$ cat config.mk
export PLATFORM = sky130hd
export DESIGN_NAME = pkt_irq_coalesce
export DESIGN_NICKNAME = d
export VERILOG_FILES = /design/src/rtl/coal_pkg.sv /design/src/rtl/coal_pkt_counter.sv /design/src/rtl/coal_delay_timer.sv /design/src/rtl/coal_status.sv /design/src/rtl/pkt_irq_coalesce.sv
export SDC_FILE = /design/constraint.sdc
export NUM_CORES = 1
export LEC_CHECK = 0
export BUFFER_PORTS_ARGS = -buffer_cell sky130_fd_sc_hd__buf_2
export CORE_ASPECT_RATIO = 2
export CORE_MARGIN = 2
export CORE_UTILIZATION = 30
export DETAILED_ROUTE_END_ITERATION = 12
export PLACE_DENSITY = 0.45
export SYNTH_ARGS = -nofsm -noshare
export SYNTH_HDL_FRONTEND = slang
export SYNTH_SLANG_ARGS = --single-unit
$ cat constraint.sdc
create_clock -name clk -period 6.9 [get_ports clk]
set_input_delay 0.345 -clock clk [delete_from_list [all_inputs] [get_ports clk]]
set_output_delay 0.345 -clock clk [all_outputs]
set_load 0.01 [all_outputs]
$ cat src/rtl/coal_pkg.sv
package coal_pkg;

    localparam int NUM_SRC = 2;
    localparam int SRC_PKT = 0;
    localparam int SRC_DLY = 1;

    // Per-source event bundle; field order matches the status bit order.
    typedef struct packed {
        logic dly;
        logic pkt;
    } coal_evt_t;

endpackage

$ cat src/rtl/coal_pkt_counter.sv
module coal_pkt_counter #(
    parameter int CNT_W = 8
) (
    input  logic             clk,
    input  logic             rst,
    input  logic             cfg_wr,
    input  logic [CNT_W-1:0] cfg_thresh,
    input  logic             pkt,
    output logic [CNT_W-1:0] left,
    output logic             hit
);
    localparam logic [CNT_W-1:0] ONE = CNT_W'(1);

    logic [CNT_W-1:0] thr_q;
    logic [CNT_W-1:0] left_q;
    logic [CNT_W-1:0] thr_eff;

    assign thr_eff = (cfg_thresh == '0) ? ONE : cfg_thresh;
    assign hit     = pkt && (left_q == ONE);
    assign left    = left_q;

    always_ff @(posedge clk) begin
        if (rst) begin
            thr_q  <= ONE;
            left_q <= ONE;
        end else if (cfg_wr) begin
            thr_q  <= thr_eff;
            left_q <= thr_eff;
        end else if (pkt) begin
            left_q <= hit ? thr_q : (left_q - ONE);
        end
    end
endmodule

$ cat src/rtl/coal_delay_timer.sv
module coal_delay_timer #(
    parameter int DLY_W    = 8,
    parameter int PRESCALE = 4
) (
    input  logic             clk,
    input  logic             rst,
    input  logic             cfg_wr,
    input  logic [DLY_W-1:0] cfg_delay,
    input  logic             pkt,
    input  logic             hit,
    output logic             fire
);
    localparam int PRE_W = (PRESCALE > 1) ? $clog2(PRESCALE) : 1;
    localparam logic [PRE_W-1:0] PRE_LAST = PRE_W'(PRESCALE - 1);

    logic [PRE_W-1:0] pre_q;
    logic [DLY_W-1:0] dly_q;
    logic [DLY_W-1:0] cnt_q;
    logic             pend_q;
    logic             tick;
    logic             armed;
    logic [DLY_W:0]   cnt_next;

    assign tick     = (pre_q == PRE_LAST);
    assign armed    = pend_q && (dly_q != '0);
    assign cnt_next = {1'b0, cnt_q} + (DLY_W + 1)'(1);
    assign fire     = armed && tick && !pkt && !cfg_wr && (cnt_next >= {1'b0, dly_q});

    always_ff @(posedge clk) begin
        if (rst) begin
            pre_q  <= '0;
            dly_q  <= '0;
            cnt_q  <= '0;
            pend_q <= 1'b0;
        end else begin
            if (cfg_wr) begin
                dly_q <= cfg_delay;
            end
            if (cfg_wr || pkt) begin
                pre_q  <= '0;
                cnt_q  <= '0;
                pend_q <= pkt && !hit;
            end else begin
                pre_q <= tick ? '0 : (pre_q + PRE_W'(1));
                if (fire) begin
                    pend_q <= 1'b0;
                    cnt_q  <= '0;
                end else if (tick && armed) begin
                    cnt_q <= cnt_q + DLY_W'(1);
                end
            end
        end
    end
endmodule

$ cat src/rtl/coal_status.sv
module coal_status #(
    parameter int NSRC = 2
) (
    input  logic            clk,
    input  logic            rst,
    input  logic            cfg_wr,
    input  logic [NSRC-1:0] cfg_en,
    input  logic [NSRC-1:0] set,
    input  logic [NSRC-1:0] ack,
    output logic [NSRC-1:0] status,
    output logic            irq
);
    logic [NSRC-1:0] st_q;
    logic [NSRC-1:0] en_q;

    for (genvar i = 0; i < NSRC; i++) begin : g_bit
        always_ff @(posedge clk) begin
            if (rst) begin
                st_q[i] <= 1'b0;
            end else begin
                st_q[i] <= set[i] | (st_q[i] & ~ack[i]);
            end
        end
    end

    always_ff @(posedge clk) begin
        if (rst) begin
            en_q <= '0;
        end else if (cfg_wr) begin
            en_q <= cfg_en;
        end
    end

    assign status = st_q;
    assign irq    = |(st_q & en_q);
endmodule

$ cat src/rtl/pkt_irq_coalesce.sv
module pkt_irq_coalesce
    import coal_pkg::*;
#(
    parameter int CNT_W    = 8,
    parameter int DLY_W    = 8,
    parameter int PRESCALE = 4
) (
    input  logic               clk,
    input  logic               rst,
    input  logic               pkt_done,
    input  logic               cfg_wr,
    input  logic [CNT_W-1:0]   cfg_thresh,
    input  logic [DLY_W-1:0]   cfg_delay,
    input  logic [NUM_SRC-1:0] cfg_irq_en,
    input  logic [NUM_SRC-1:0] ack_w1c,
    output logic               irq,
    output logic [NUM_SRC-1:0] status,
    output logic [CNT_W-1:0]   thresh_left
);
    logic      pkt_ok;
    coal_evt_t evt;

    assign pkt_ok = pkt_done && !cfg_wr;

    coal_pkt_counter #(.CNT_W(CNT_W)) u_cnt (
        .clk        (clk),
        .rst        (rst),
        .cfg_wr     (cfg_wr),
        .cfg_thresh (cfg_thresh),
        .pkt        (pkt_ok),
        .left       (thresh_left),
        .hit        (evt.pkt)
    );

    coal_delay_timer #(.DLY_W(DLY_W), .PRESCALE(PRESCALE)) u_dly (
        .clk       (clk),
        .rst       (rst),
        .cfg_wr    (cfg_wr),
        .cfg_delay (cfg_delay),
        .pkt       (pkt_ok),
        .hit       (evt.pkt),
        .fire      (evt.dly)
    );

    coal_status #(.NSRC(NUM_SRC)) u_st (
        .clk    (clk),
        .rst    (rst),
        .cfg_wr (cfg_wr),
        .cfg_en (cfg_irq_en),
        .set    (evt),
        .ack    (ack_w1c),
        .status (status),
        .irq    (irq)
    );
endmodule

# [Word level (Yosys, flattened, before mapping)]
# Cells that the tools add are included.
[word_totals] ff_bits=39 output_inout_bits=11 input_bits=24 elab_cells=48
[op_classes] n_lt_le_gt_ge=1 n_bitwise=7 eq_ne=2 n_mux=6 n_addsub=4 n_reduce_logical=19
[ops] operator="$mux W8" n=4
[ops] operator="$add A8 B1 Y9 const B" n=1
[ops] operator="$ge A9 B8 Y1" n=1
[ops] operator="$add A8 B1 Y8 const B" n=1
[ops] operator="$eq A8 B1 Y1 const B" n=1
[ops] operator="$logic_and A1 B1 Y1" n=8
[ops] operator="$logic_not A8 Y1" n=1
[ops] operator="$reduce_bool A8 Y1" n=1
[ops] operator="$sub A8 B1 Y8 const B" n=1
[ops] operator="$reduce_or A3 Y1" n=2
[ops] operator="$reduce_bool A2 Y1" n=2
[ops] operator="$logic_not A1 Y1" n=3
[ops] operator="$add A2 B1 Y2 const B" n=1
[ops] operator="$and A1 B1 Y1" n=2
[ops] operator="$and A2 B2 Y2" n=1
[ops] operator="$eq A2 B2 Y1 const B" n=1
[ops] operator="$mux W1" n=2
[ops] operator="$not A1 Y1" n=2
[ops] operator="$or A1 B1 Y1" n=2
[ops] operator="$reduce_or A2 Y1" n=1
[ops] operator="$logic_or A1 B1 Y1" n=1

# [Logic depth before layout (Yosys ltp)]
[logic_depth] depth_word=8 depth_mapped=11 depth_no_buf=10

# [Hierarchy]
# A second synthesis with hierarchy kept.
[hier_totals] hier_cells=231 hier_area_um2=2153.3
[modules_own_cells] module="coal_delay_timer" n_inst=1 seq_area_each_um2=380.4 area_each_um2=1089.8 cells_each=117
[modules_own_cells] module="coal_pkt_counter" n_inst=1 seq_area_each_um2=320.3 area_each_um2=903.4 cells_each=98
[modules_own_cells] module="coal_status" n_inst=1 seq_area_each_um2=80.1 area_each_um2=146.4 cells_each=15
[modules_own_cells] module="pkt_irq_coalesce" n_inst=1 seq_area_each_um2=0.0 area_each_um2=13.8 cells_each=1

# [Least setup slack after synthesis]
# Ideal clock, no wire load.
[synth_timing] path_type="register to register" start="register u_dly.cnt_q[0]" end="register u_dly.cnt_q[6]" slack_ns=4.264 required_time_ns=6.826 setup_time_ns=0.074 arrival_time_ns=2.562 synth_period_minus_slack_ns=2.636 path_stages_with_launch=12 path_buffers=1 cell_sequence="dfxtp_1 > ha_1 > and3_1 > nand3_1 > xnor2_1 > ha_1 > and3_1 > a221o_1 > a41oi_2 > buf_6 > nand3_1 > a31oi_1"
[synth_between] elab_chain_cells=4 word_cells_on_any_way=5 classes_between="2 x add/sub; 1 x order compare; 2 x reduce/logical"
[synth_lines] element="start: declaration" line_no="coal_delay_timer.sv:18" source="logic [DLY_W-1:0] cnt_q;"
[synth_lines] element="start signal: assignment" line_no="coal_delay_timer.sv:49" source="cnt_q <= cnt_q + DLY_W'(1);"
[synth_lines] element="$add A8 B1 Y9" line_no="coal_delay_timer.sv:26" source="assign cnt_next = {1'b0, cnt_q} + (DLY_W + 1)'(1);"
[synth_lines] element="via u_dly.cnt_next[6]" line_no="coal_delay_timer.sv:22" source="logic [DLY_W:0] cnt_next;"
[synth_lines] element="$ge A9 B8 Y1" line_no="coal_delay_timer.sv:27" source="assign fire = armed && tick && !pkt && !cfg_wr && (cnt_next >= {1'b0, dly_q});"
[synth_lines] element="$logic_and A1 B1 Y1" line_no="coal_delay_timer.sv:27"
[synth_lines] element="$reduce_or A3 Y1 (no source line)"
# The timed path passes the listed nets, and every way through them passes these cells.
# A chain may end at the register's enable or synchronous reset.

# [Final worst setup path]
[layout_timing] start="register u_dly.cnt_q[0]" end="register u_dly.cnt_q[2]"
# The elaborated chain is that of the path after synthesis.

==> impl_metrics.tcl <==
set metrics [dict create \
    layout_commonest_cell "dfxtp_1" \
    vias 1887 \
    crit_path_end_kind "flop" \
    p_leak_nw 1.04 \
    status "finished, final reports clean" \
    min_path_type "input pin to flop" \
    drt_iter0_drc 94 \
    regArea_um2 781 \
    dieHeight_um 123 \
    power.internal_mw 0.401 \
    yosysSeqAreaShare_pct 36.6 \
    setup_tns_ns 0 \
    ios 35 \
    pwr_density_cell_nw_per_um2 221 \
    grt_pass1_vias 1869 \
    multi_input_comb_area_um2 1240 \
    num_antenna_cells 0 \
    ys_warn_count 0 \
    max_freq_ghz 0.318 \
    vdd_ir_drop_max_mv 0.0835 \
    dieArea_um2 7850 \
    holdBufCountCts 0 \
    clock_skew_ns 0.00626 \
    p_clk_share_pct 40.6 \
    cts_buffers 5 \
    drt-pass1-iter-count 4 \
    grt_use_total_pct 15.8 \
    synthCells 253 \
    final_core_util_pct 35.9 \
    p_comb_share_pct 14.3 \
    initial_core_util_pct 30.8 \
    cap_violations 0 \
    crit_chain "ha_1, and3_1, nand3_1, xnor2_1, ha_1, and3_1, a221o_1, a41oi_2, o21ai_0, a21oi_1" \
    cts_buffer_depth 2 \
    viasPerCell 5.09 \
    cp.arrival_ns 3.36 \
    tightest_slew_ns 0.680 \
    hold_viol_final 0 \
    critPathKind "flop to flop" \
    min_period_ns 3.15 \
    synth_area_per_cell_um2 8.44 \
    rsz0062_at_grt "no" \
    period_share_pct 45.6 \
    routed_wl_mm 5.62 \
    drive_gt1_share_pct 18.1 \
    slowest_stage "a41oi_2" \
    die_x_um 63.7 \
    swShare_pct 26.9 \
    p_switching_mw 0.148 \
    clkSlewWorstSetupHoldPaths_ns 0.06 \
    critical_path.max_fanout 14 \
    clk_latency_ns 0.28 \
    slew_viol_final 0 \
    cts-resized-gates 0 \
    grt_pass1_wl_mm 9.25 \
    syn2layout_area_growth_pct 16.5 \
    synthesis.nets 289 \
    fillers 747 \
    antenna_found_initial 0 \
    drc_errors 0 \
    grt_start_max_net_pins 31 \
    portBuffers 34 \
    cp.required_ns 7.12 \
    ys_types 44 \
    grt_overflow 0 \
    core_area_um2 6940 \
    htree_levels 2 \
    nets 316 \
    hpwl_mm 4.31 \
    critPathMaxStageDelay_ns 0.57 \
    p_seq_share_pct 45.1 \
    post_cts_buffers 0 \
    wire_per_inst_um 15.1 \
    cts.sinks 39 \
    clockRootBuffer "clkbuf_16" \
    mostFrequentLayoutCells "dfxtp_1 (39), buf_2 (34), nand2_1 (33)" \
    fp-row-count 43 \
    ys_ff_latch 39 \
    relSlewSlack_pct 54.3 \
    antenna_left 0 \
    cts_tree "done" \
    gp_congestion 0.759 \
    setup_viol 0 \
    synth_area_um2 2140 \
    critPathLaunchType "flop" \
]
[metal layers]
metal | part of all wire, % | GRT usage (%)
met3 | 3.0 | 2.82
met4 | 2.4 | 7.88
met5 | 0 | 0
met2 | 59 | 31.4
met1 | 36 | 14.9
[cell families (layout without fill, tap and decap cells)]
kind of cell,Yosys count,in the layout,synth area share (%)
fa+ha+maj,12,12,7.03
compound gates,51,51,16.7
xor+xnor,9,9,3.69
buf+inv,27,55,5.57
simple gates,102,102,24.4
mux,13,13,6.09
flops,39,39,36.6
[metrics by stage]
stage / cell area, um2 / power, mW / instances / hold slack [ns] / setup WS [ns]
floorplan: 2140 / 0.306 / 253 / 0.408 / 4.26
global placement: 2350 / 0.332 / 363 / 0.418 / 3.81
detailed placement: 2350 / 0.332 / 363 / 0.422 / 3.77
CTS: 2490 / 0.562 / 371 / 0.236 / 3.75
global route: 2490 / 0.577 / 371 / 0.240 / 3.48
finish: 2490 / 0.549 / 371 / 0.244 / 3.75
[cell type report]
type                    instances  share of cell area (%)
multi-input cells             187                    49.7
flip-flops and latches         39                    31.4
repair buffers                 34                    6.84
clock buffers                   5                    5.03
well taps                      90                    4.52
inverters                      13                    1.96
clock inverters                 3                   0.603
[final timing paths]
path	slack [ns]	cells past startpoint	from	endpoint
setup / recovery	3.75	10	u_dly.cnt_q[0]	u_dly.cnt_q[2]
hold / removal	0.24	2	ack_w1c[1]	u_st.status[1]
setup reg to reg	3.75	10	u_dly.cnt_q[0]	u_dly.cnt_q[2]
hold reg to reg	0.44	1	u_dly.pre_q[0]	u_dly.pre_q[0]
[cells in the mapped netlist, drive strengths merged]
library cell  instances  area [um2]
or4b                  1        10.0
a22o                  2        17.5
nor3b                 6        50.1
clkbuf                9        35.0
and3                  4        25.0
nand3                13        65.1
and3b                 1        8.76
dfxtp                39         781
o21ai                 7        35.0
xor2                  1        8.76
nand2b                1        6.26
inv                  13        48.8
a21o                  3        22.5
nand4                 4        25.0
a22oi                 2        20.0
mux2i                13         130
nor2b                 5        31.3
nor4                  2        12.5
a32o                  1        10.0
nor3                  9        45.0
o32ai                 1        8.76
xnor2                 8        70.1
a21oi                14        70.1
a41oi                 1        16.3
or4                   2        22.5
buf                   5        35.0
o21a                  1        7.51
nor2                 18        67.6
o2bb2ai               1        8.76
o211ai                8        73.8
ha                   12         150
a221o                 1        10.0
nor4b                 1        15.0
a31oi                 9        56.3
or3                   1        6.26
nand2                34         130
[worst max-delay path, delay by kind of cell, from the launching register on]
kind                     cells  cell delay (ns)
AND/OR/NAND/NOR              3             0.55
adder cells (fa/ha/maj)      2             0.60
XOR/XNOR                     1             0.16
flip-flops                   1             0.47
AO/OA/AOI/OAI                4             1.30
[state kept, by name, summed over array words and instances (netlist names)]
signal        count
u_cnt.left        8
u_cnt.thr_q       8
u_dly.cnt_q       8
u_dly.dly_q       8
u_dly.pend_q      1
u_dly.pre_q       2
u_st.en_q         2
u_st.status       2
[power by group through the flow]
stage               Sequential (mW)  Combinational, mW  Clock, mW
floorplan                     0.251             0.0545          0
global placement              0.252             0.0795          0
detailed placement            0.253             0.0796          0
CTS                           0.248             0.0801      0.234
global route                  0.249             0.0890      0.239
finish                        0.248             0.0784      0.223
(Power assumes the default switching activity.)
